[src/rtl/cachectl_pkg.sv]
package cachectl_pkg;

  localparam int unsigned REG_W = 32;

  // Field positions that software and the freeze logic depend on
  localparam int unsigned MODE_W       = 2;
  localparam int unsigned NUM_CACHES   = 2;   // index 0: instruction, 1: data
  localparam int unsigned MODE_LSB     = 0;   // cache i mode at [2i+1:2i]
  localparam int unsigned FRZ_EN_LSB   = 4;   // cache i freeze enable at 4+i
  localparam int unsigned PEND_D_BIT   = 14;
  localparam int unsigned PEND_I_BIT   = 15;
  localparam int unsigned BURST_BIT    = 16;
  localparam int unsigned FLUSH_I_BIT  = 21;
  localparam int unsigned FLUSH_D_BIT  = 22;
  localparam int unsigned SNOOP_BIT    = 23;

  typedef enum logic [MODE_W-1:0] {
    CMODE_OFF    = 2'd0,
    CMODE_FROZEN = 2'd1,
    CMODE_RSVD   = 2'd2,
    CMODE_ON     = 2'd3
  } cmode_e;

endpackage

[src/rtl/cachectl_freeze.sv]
module cachectl_freeze
  import cachectl_pkg::*;
(
  input  logic              irq_taken,
  input  logic              freeze_en,
  input  logic [MODE_W-1:0] mode_in,
  output logic [MODE_W-1:0] mode_out
);

  // Only an enabled cache drops to frozen; every other mode passes through
  always_comb begin
    mode_out = mode_in;
    if (irq_taken && freeze_en && (mode_in == CMODE_ON)) begin
      mode_out = CMODE_FROZEN;
    end
  end

endmodule

[src/rtl/cachectl_flush_timer.sv]
module cachectl_flush_timer #(
  parameter int unsigned FLUSH_CYCLES = 8
) (
  input  logic clk,
  input  logic rst_n,
  input  logic start,
  output logic pending
);

  localparam int unsigned CNT_W = (FLUSH_CYCLES < 1) ? 1 : $clog2(FLUSH_CYCLES + 1);
  localparam logic [CNT_W-1:0] LOAD_VAL = CNT_W'(FLUSH_CYCLES);

  logic [CNT_W-1:0] cnt_q;
  logic [CNT_W-1:0] cnt_d;
  logic             cnt_en;

  always_comb begin
    cnt_en = start || (cnt_q != '0);
    cnt_d  = cnt_q;
    if (start) begin
      cnt_d = LOAD_VAL;
    end else if (cnt_q != '0) begin
      cnt_d = cnt_q - CNT_W'(1);
    end
  end

  always_ff @(posedge clk or negedge rst_n) begin
    if (!rst_n) begin
      cnt_q <= '0;
    end else if (cnt_en) begin
      cnt_q <= cnt_d;
    end
  end

  assign pending = (cnt_q != '0);

endmodule

[src/rtl/cachectl_reg.sv]
module cachectl_reg
  import cachectl_pkg::*;
#(
  parameter int unsigned FLUSH_CYCLES = 8
) (
  input  logic             clk,
  input  logic             rst_n,
  input  logic             wr_en,
  input  logic [REG_W-1:0] wr_data,
  input  logic             irq_taken,
  output logic [REG_W-1:0] rd_data
);

  logic [MODE_W-1:0] mode_q   [NUM_CACHES];
  logic [MODE_W-1:0] mode_sel [NUM_CACHES];
  logic [MODE_W-1:0] mode_d   [NUM_CACHES];
  logic [NUM_CACHES-1:0] frz_en_q;
  logic [NUM_CACHES-1:0] frz_en_d;
  logic [NUM_CACHES-1:0] flush_start;
  logic [NUM_CACHES-1:0] flush_pend;
  logic burst_q, burst_d;
  logic snoop_q, snoop_d;
  logic fields_en;

  assign fields_en = wr_en || irq_taken;

  // Write data wins, then the freeze rule is applied to the selected value
  for (genvar gi = 0; gi < NUM_CACHES; gi++) begin : g_cache
    assign mode_sel[gi] = wr_en ? wr_data[MODE_LSB + MODE_W*gi +: MODE_W] : mode_q[gi];
    assign frz_en_d[gi] = wr_en ? wr_data[FRZ_EN_LSB + gi] : frz_en_q[gi];

    cachectl_freeze u_freeze (
      .irq_taken (irq_taken),
      .freeze_en (frz_en_d[gi]),
      .mode_in   (mode_sel[gi]),
      .mode_out  (mode_d[gi])
    );

    cachectl_flush_timer #(
      .FLUSH_CYCLES (FLUSH_CYCLES)
    ) u_flush (
      .clk     (clk),
      .rst_n   (rst_n),
      .start   (flush_start[gi]),
      .pending (flush_pend[gi])
    );

    always_ff @(posedge clk or negedge rst_n) begin
      if (!rst_n) begin
        mode_q[gi] <= '0;
      end else if (fields_en) begin
        mode_q[gi] <= mode_d[gi];
      end
    end
  end

  assign flush_start[0] = wr_en && wr_data[FLUSH_I_BIT];
  assign flush_start[1] = wr_en && wr_data[FLUSH_D_BIT];

  always_comb begin
    burst_d = wr_en ? wr_data[BURST_BIT] : burst_q;
    snoop_d = wr_en ? wr_data[SNOOP_BIT] : snoop_q;
  end

  always_ff @(posedge clk or negedge rst_n) begin
    if (!rst_n) begin
      frz_en_q <= '0;
      burst_q  <= 1'b0;
      snoop_q  <= 1'b0;
    end else if (wr_en) begin
      frz_en_q <= frz_en_d;
      burst_q  <= burst_d;
      snoop_q  <= snoop_d;
    end
  end

  always_comb begin
    rd_data = '0;
    for (int i = 0; i < NUM_CACHES; i++) begin
      rd_data[MODE_LSB + MODE_W*i +: MODE_W] = mode_q[i];
      rd_data[FRZ_EN_LSB + i]                = frz_en_q[i];
    end
    rd_data[PEND_I_BIT] = flush_pend[0];
    rd_data[PEND_D_BIT] = flush_pend[1];
    rd_data[BURST_BIT]  = burst_q;
    rd_data[SNOOP_BIT]  = snoop_q;
  end

  wire unused_wr_bits = ^{wr_data[REG_W-1:SNOOP_BIT+1], wr_data[20:BURST_BIT+1],
                          wr_data[PEND_I_BIT:FRZ_EN_LSB+NUM_CACHES]};

endmodule

[config.mk]
export PLATFORM = sky130hd
export DESIGN_NAME = cachectl_reg
export DESIGN_NICKNAME = d
export VERILOG_FILES = /design/src/rtl/cachectl_pkg.sv /design/src/rtl/cachectl_freeze.sv /design/src/rtl/cachectl_flush_timer.sv /design/src/rtl/cachectl_reg.sv
export SDC_FILE = /design/constraint.sdc
export NUM_CORES = 1
export LEC_CHECK = 0
export BUFFER_PORTS_ARGS = -buffer_cell sky130_fd_sc_hd__buf_2
export CAP_MARGIN = 30
export CORE_MARGIN = 2
export CORE_UTILIZATION = 41
export DETAILED_ROUTE_END_ITERATION = 8
export GPL_TIMING_DRIVEN = 0
export HOLD_SLACK_MARGIN = 0.15
export PLACE_DENSITY_LB_ADDON = 0.3
export SLEW_MARGIN = 15
export SYNTH_ARGS = -nofsm -noshare
export SYNTH_HDL_FRONTEND = slang
export SYNTH_SLANG_ARGS = --single-unit
[constraint.sdc]
create_clock -name clk -period 1.5 [get_ports clk]
set_input_delay 0.3 -clock clk [delete_from_list [all_inputs] [get_ports clk]]
set_output_delay 0.3 -clock clk [all_outputs]
set_load 0.03 [all_outputs]
==> results of run 1 <==
[power by group]
| group | internal [mW] | total, mW | leakage, nW | switching (mW) |
|---|---|---|---|---|
| clock | 0.0926 | 0.210 | 0.0138 | 0.117 |
| sequential | 0.561 | 0.690 | 0.191 | 0.129 |
| combinational | 0.730 | 1.28 | 0.545 | 0.551 |
| total | 1.38 | 2.18 | 0.750 | 0.797 |
[cells in the final DEF (no fill, tap or decap), drive strengths merged]
master	synthesis	layout
buf	28	65
conb	1	22
dfrtp	16	16
mux2	10	10
inv	6	6
a21oi	5	5
a21boi	4	4
nand3	4	4
ha	4	4
clkbuf	0	3
nor3b	2	2
xnor2	2	2
a211oi	2	2
nor2b	2	2
a32o	2	2
nor3	2	2
nor2	1	1
o31a	1	1
a221o	1	1
a2bb2oi	1	1
mux2i	1	1
dlygate4sd3	0	1
[final timing paths]
path                       slack, ps                           to                         from  cells after the start
max                              -90                  rd_data[15]  g_cache[0].u_flush.cnt_q[1]                      5
min reg2reg                      520                      burst_q                      burst_q                      1
min                              260                      burst_q                  wr_data[16]                      2
max reg2reg                       40  g_cache[0].u_flush.cnt_q[1]  g_cache[0].u_flush.cnt_q[1]                      6
min in group asynchronous        470                  frz_en_q[0]                        rst_n                      2
max in group asynchronous        760  g_cache[1].u_flush.cnt_q[0]                        rst_n                      2
[final cells by class]
cell class	instances	area, sq um
Buffer	26	192.7
Timing Repair Buffer	40	261.5
Inverter	6	22.52
Sequential cell	16	400.4
Tap cell	30	37.54
Multi-Input combinational cell	66	506.7
Clock buffer	3	22.52
Fill cell	231	988.4
[sequential cells by signal (all words and copies together) (netlist names)]
register,count
burst_q,1
rd_data,4
snoop_q,1
frz_en_q,2
g_cache.u_flush.cnt_q,8
[cell families (layout without fill, tap and decap cells)]
kind of cell               Yosys count  after routing  synth area share (%)
buffers and inverters               34             75                 22.44
AOI/OAI and AO/OA                   16             16                 11.46
other                                1             22                0.3655
DFF                                 16             16                 39.02
xor gates and xnor gates             2              2                 1.708
and+or+nand+nor                     11             11                 8.171
adders and majority gates            4              4                 4.878
muxes                               11             11                 11.95
[worst register-to-register path: stages (launching register included)]
cell	delay [ps]
dfrtp_1	410
inv_2	100
ha_4	140
nor3b_4	180
buf_4	130
buf_6	100
mux2_4	290
[routing by layer]
| metal | GRT usage, % | vias to the layer above | routed length [um] |
|---|---|---|---|
| met3 | 2.778 | 4 | 95 |
| met5 | 0 | - | 0 |
| li1 | - | 406 | - |
| met4 | 4.583 | 0 | 26 |
| met2 | 27.85 | 21 | 1081 |
| met1 | 16.44 | 366 | 726 |
[timing repair]
item | 4_1_cts | 5_1_grt
hold buffers | 1 | 0
pin swaps | 2 | 0
cloned | 0 | 0
setup buffers | 11 | 5
endpoints found under the hold margin | 16 | 0
gates resized for setup | 12 | 3
setup endpoints to repair | 2 | 2
[metrics by stage]
| stage | TNS [ps] | cells | util (%) |
|---|---|---|---|
| floorplan | 0 | 116 | - |
| detailed placement | -180.0 | 169 | 51.70 |
| CTS | -137.2 | 182 | 57.36 |
| global placement | -109.5 | 169 | 51.70 |
| global route | -350.9 | 187 | 59.36 |
| finish | -176.2 | 187 | 59.36 |
==> run metrics, run 1 <==
synth cell count leaders buf_4 (27), dfrtp_1 (16), mux2_2 (10), inv_1 (6), a21oi_1 (5); worst vdd rail ir drop 0.0008985 V; final critical-path required period 1591 ps; dpl ws -103.3 ps; site row count 18; gpl congestion between 0.7 and 0.8; post-synthesis sequential area ratio 39.02%; vias in the first global route 747; initial antenna violation count 0; Critical Path Max Stage Delay 410 ps; WS Path Type reg -> out; startpoint types flip-flop; Die Area 0.002919 sq mm; Post-Place Cell Area 0.001257 sq mm; Async S/R FF share, synth 100.0%; Die Wd 54.03 um; WHS 259.5 ps; synthesized flop and latch total 16; DR WL/cell 10.32 um; root buf cell clkbuf_4; Avg Inst Size Synth around 11 sq um; port bufs 23; WL final 1929 um; Hold Vio Cnt, Final 0; RSZ-0062 raised after global routing true; vias 797; Final ANT Viol Nets 0; Inserted Clock Buffers 3; number of synthesized flops with an enable pin 0; first-pass GRT wire length 3111 um; Post-DP HPWL 1345 um; Clock Skews 1.071 ps; slowest CP cell dfrtp_1; Reg clk slew, reported paths around 90 ps; Total Routing Usage GR between 10 and 15%; total grt overflow 0; crit path capture type output port; 1st-iter DRT viols 3; power density over cell area 1510 mW/mm^2; Critical Path AT about 1300 ps; Yosys cell types 21; worst path bufs/invs 3; Max-cap violations 0; Synth area leader dfrtp_1; Synth top area share between 30% and 40%; core area 0.002432 sq mm; Lkg Pwr 0.7498 nW; dominant synthesized flop cell dfrtp_1; HP Class in -> reg; maximum number of pins on one net before global-route repair 17; outcome finished with violations; share of layout cells above drive strength 1 54.78%; die height 54.03 um; routed vias/inst 4.262; Cell Area, Synth about 0.001 sq mm; Synth Warn # 0; most frequent cell after synthesis buf_4; synth top area cells dfrtp_1 (39%), buf_4 (20%), mux2_2 (11%), ha_1 (4.9%), nor3b_4 (3.7%); peak fanout along the critical path 2; io pins 68; area growth from synthesis to layout 40.73%; final instance area 0.001444 sq mm; # H-tree levels 1; FMAX 628.6 MHz; CTS tree done; Slew Limit Fails 0; CP delay by family, top flip-flops; Sinks on Clock Net 16; worst endpoint required time 1200 ps; CTS Buffer Depth 2; Final setup viols 2; Starting Density 42.18%; DRC 0; layout net count 199; setup ws final -90.92 ps; DR pass1 iterations 3; crit path cell chain inv_2 > ha_4 > nor3b_4 > inv_1 > buf_6; # diodes 0; total power ~2.2 mW; period utilization 106.1%; post-synthesis cell count 95; violations in the final reports setup timing; clk_lat worst skew 270 ps
Note: power is estimated with default switching activity, not from simulation.
==> inputs of run 2 (changes only) <==
- GPL_TIMING_DRIVEN: 0 -> default
==> run metrics, run 2 (same netlist as run 1, synthesis figures left out) <==
outcome finished with violations; violations in the final reports setup timing; peak fanout along the critical path 2 (unchanged); maximum number of pins on one net before global-route repair 24 (+7); clk_lat worst skew 280 ps (about the same); RSZ-0062 raised after global routing true; Comb power frac 52.9% (-5.9 points); period utilization 105.7% (-0.39 points); CTS Buffer Depth 2 (unchanged); Die Wd 54.03 um (unchanged); total grt overflow 0 (unchanged); max FFs per register 8 (unchanged); reg2reg setup slack 120 ps (+80 ps); share of layout cells above drive strength 1 43.65% (-11 points); Post-DP HPWL 1195 um (-11%); Clock Power Share 13.6% (+4.0 points); final critical-path required period 1585 ps (-5.854 ps); Hold Vio Cnt, Final 0 (unchanged); Final setup viols 2 (unchanged); worst endpoint required time 1200 ps (about the same); # diodes 0 (unchanged); CTS tree done; Die Area 0.002919 sq mm (unchanged); 1st-iter DRT viols 0 (-3); site row count 18 (unchanged); Slew Limit Fails 0 (unchanged); # H-tree levels 1 (unchanged); die height 54.03 um (unchanged); power density over cell area 1686 mW/mm^2 (+12%); Biggest register g_cache.u_flush.cnt_q; Inserted Clock Buffers 3 (unchanged); dpl ws 52.32 ps (+155.6 ps); commonest non-fill, non-tap cells in the layout conb_1 (22), buf_2 (21), dfrtp_1 (16); Fillers 250 (+8.2%); WS Path Type reg -> out; Psw 0.7473 mW (-6.3%); Worst Setup SP g_cache[1].u_flush.cnt_q[0]; FMAX 630.9 MHz (+0.37%); DRC 0 (unchanged); port bufs 23 (unchanged); HP Class in -> reg; first-pass GRT wire length 2787 um (-10%); switching share of power 36.68% (+0.12 points); DR WL/cell 10.35 um (+0.36%); Reg power frac 33.4% (+1.8 points); startpoint types flip-flop; commonest non-fill, non-tap cell in the layout conb_1; WL final 1615 um (-16%); vias in the first global route 668 (-11%); hold_sp wr_data[16]; io pins 68 (unchanged); final instance area 0.001209 sq mm (-16%); initial antenna violation count 0 (unchanged); crit path capture type output port; worst vdd rail ir drop 0.001024 V (+14%); Lkg Pwr 0.5828 nW (-22%); core area 0.002432 sq mm (unchanged); Final Core Density 49.69% (-9.7 points); layout net count 167 (-16%); Starting Density 42.18% (unchanged); root buf cell clkbuf_4; worst setup path end rd_data[14]; setup ws final -85.07 ps (+5.854 ps); R2R depth 5 (-1); Critical Path AT 1290 ps (about the same); WHS 248.5 ps (-11.08 ps); internal power 1.290 mW (-6.8%); routed vias/inst 4.359 (+2.3%); Sinks on Clock Net 16 (unchanged); Clock Skews 2.666 ps (+1.594 ps); Post-Place Cell Area 0.001065 sq mm (-15%); DR pass1 iterations 1 (-2); FF-to-FF Start g_cache[1].u_flush.cnt_q[0]; Final ANT Viol Nets 0 (unchanged); setup TNS -167.0 ps (+9.225 ps); endpoint of the worst register-to-register path g_cache[1].u_flush.cnt_q[0]; Reg clk slew, reported paths 90 ps (about the same); Total Routing Usage GR 13.36% (-1.4 points); vias 680 (-15%); gpl congestion 0.7062 (-7.7%); Max-cap violations 0 (unchanged); area growth from synthesis to layout 17.80%
==> run 2: timing repair <==
item | CTS | global route
hold endpoints to repair | 16 | 0
gates cloned | 0 | 0
gates resized for setup | 12 | 0
pin swaps | 1 | 0
setup endpoints to repair | 2 | 2
buffers inserted | 8 | 0
hold buffers | 1 | 0
==> run 2: worst max-delay path, stage by stage, from the launching register on <==
cell,delay [ps]
dfrtp_1,400
inv_2,90
ha_4,130
nor3b_4,170
inv_1,70
buf_6,140
==> run 2: worst min path at each step <==
stage / to / slack (ps) / cells after the start
floorplan: burst_q / 4 / 0
global placement: frz_en_q[0] / 230 / 1
detailed placement: frz_en_q[0] / 240 / 1
CTS: burst_q / 240 / 2
global route: rd_data[2] / 250 / 2
finish: burst_q / 250 / 2
==> run 2: power groups by stage <==
stage | Clock, mW | Combinational (mW) | Sequential, mW
detailed placement | 0 | 0.832 | 0.689
CTS | 0.294 | 1.06 | 0.682
global route | 0.312 | 1.21 | 0.703
floorplan | 0 | 0.680 | 0.713
global placement | 0 | 0.797 | 0.684
finish | 0.278 | 1.08 | 0.681
==> run 2: routing by layer <==
metal	share of wire, %	track usage [%]	vias up
met4	0	2.500	0
met2	53	23.78	21
met1	41	15.29	319
met3	5.3	5.000	0
li1	-	-	340
met5	0	0	-
==> run 2: per-stage QoR <==
| step | std cells | power, mW |
|---|---|---|
| global placement | 143 | 1.481 |
| finish | 156 | 2.037 |
| CTS | 156 | 2.040 |
| detailed placement | 143 | 1.521 |
| global route | 156 | 2.222 |
| floorplan | 116 | 1.393 |
==> run 2: final cells by class <==
class	instances	area (sq um)	area share [%]
Clock buffer	4	36.28	3.002
Sequential cell	16	400.4	33.13
Timing Repair Buffer	34	212.7	17.60
Multi-Input combinational cell	66	499.2	41.30
Inverter	6	22.52	1.863
Tap cell	30	37.54	3.106
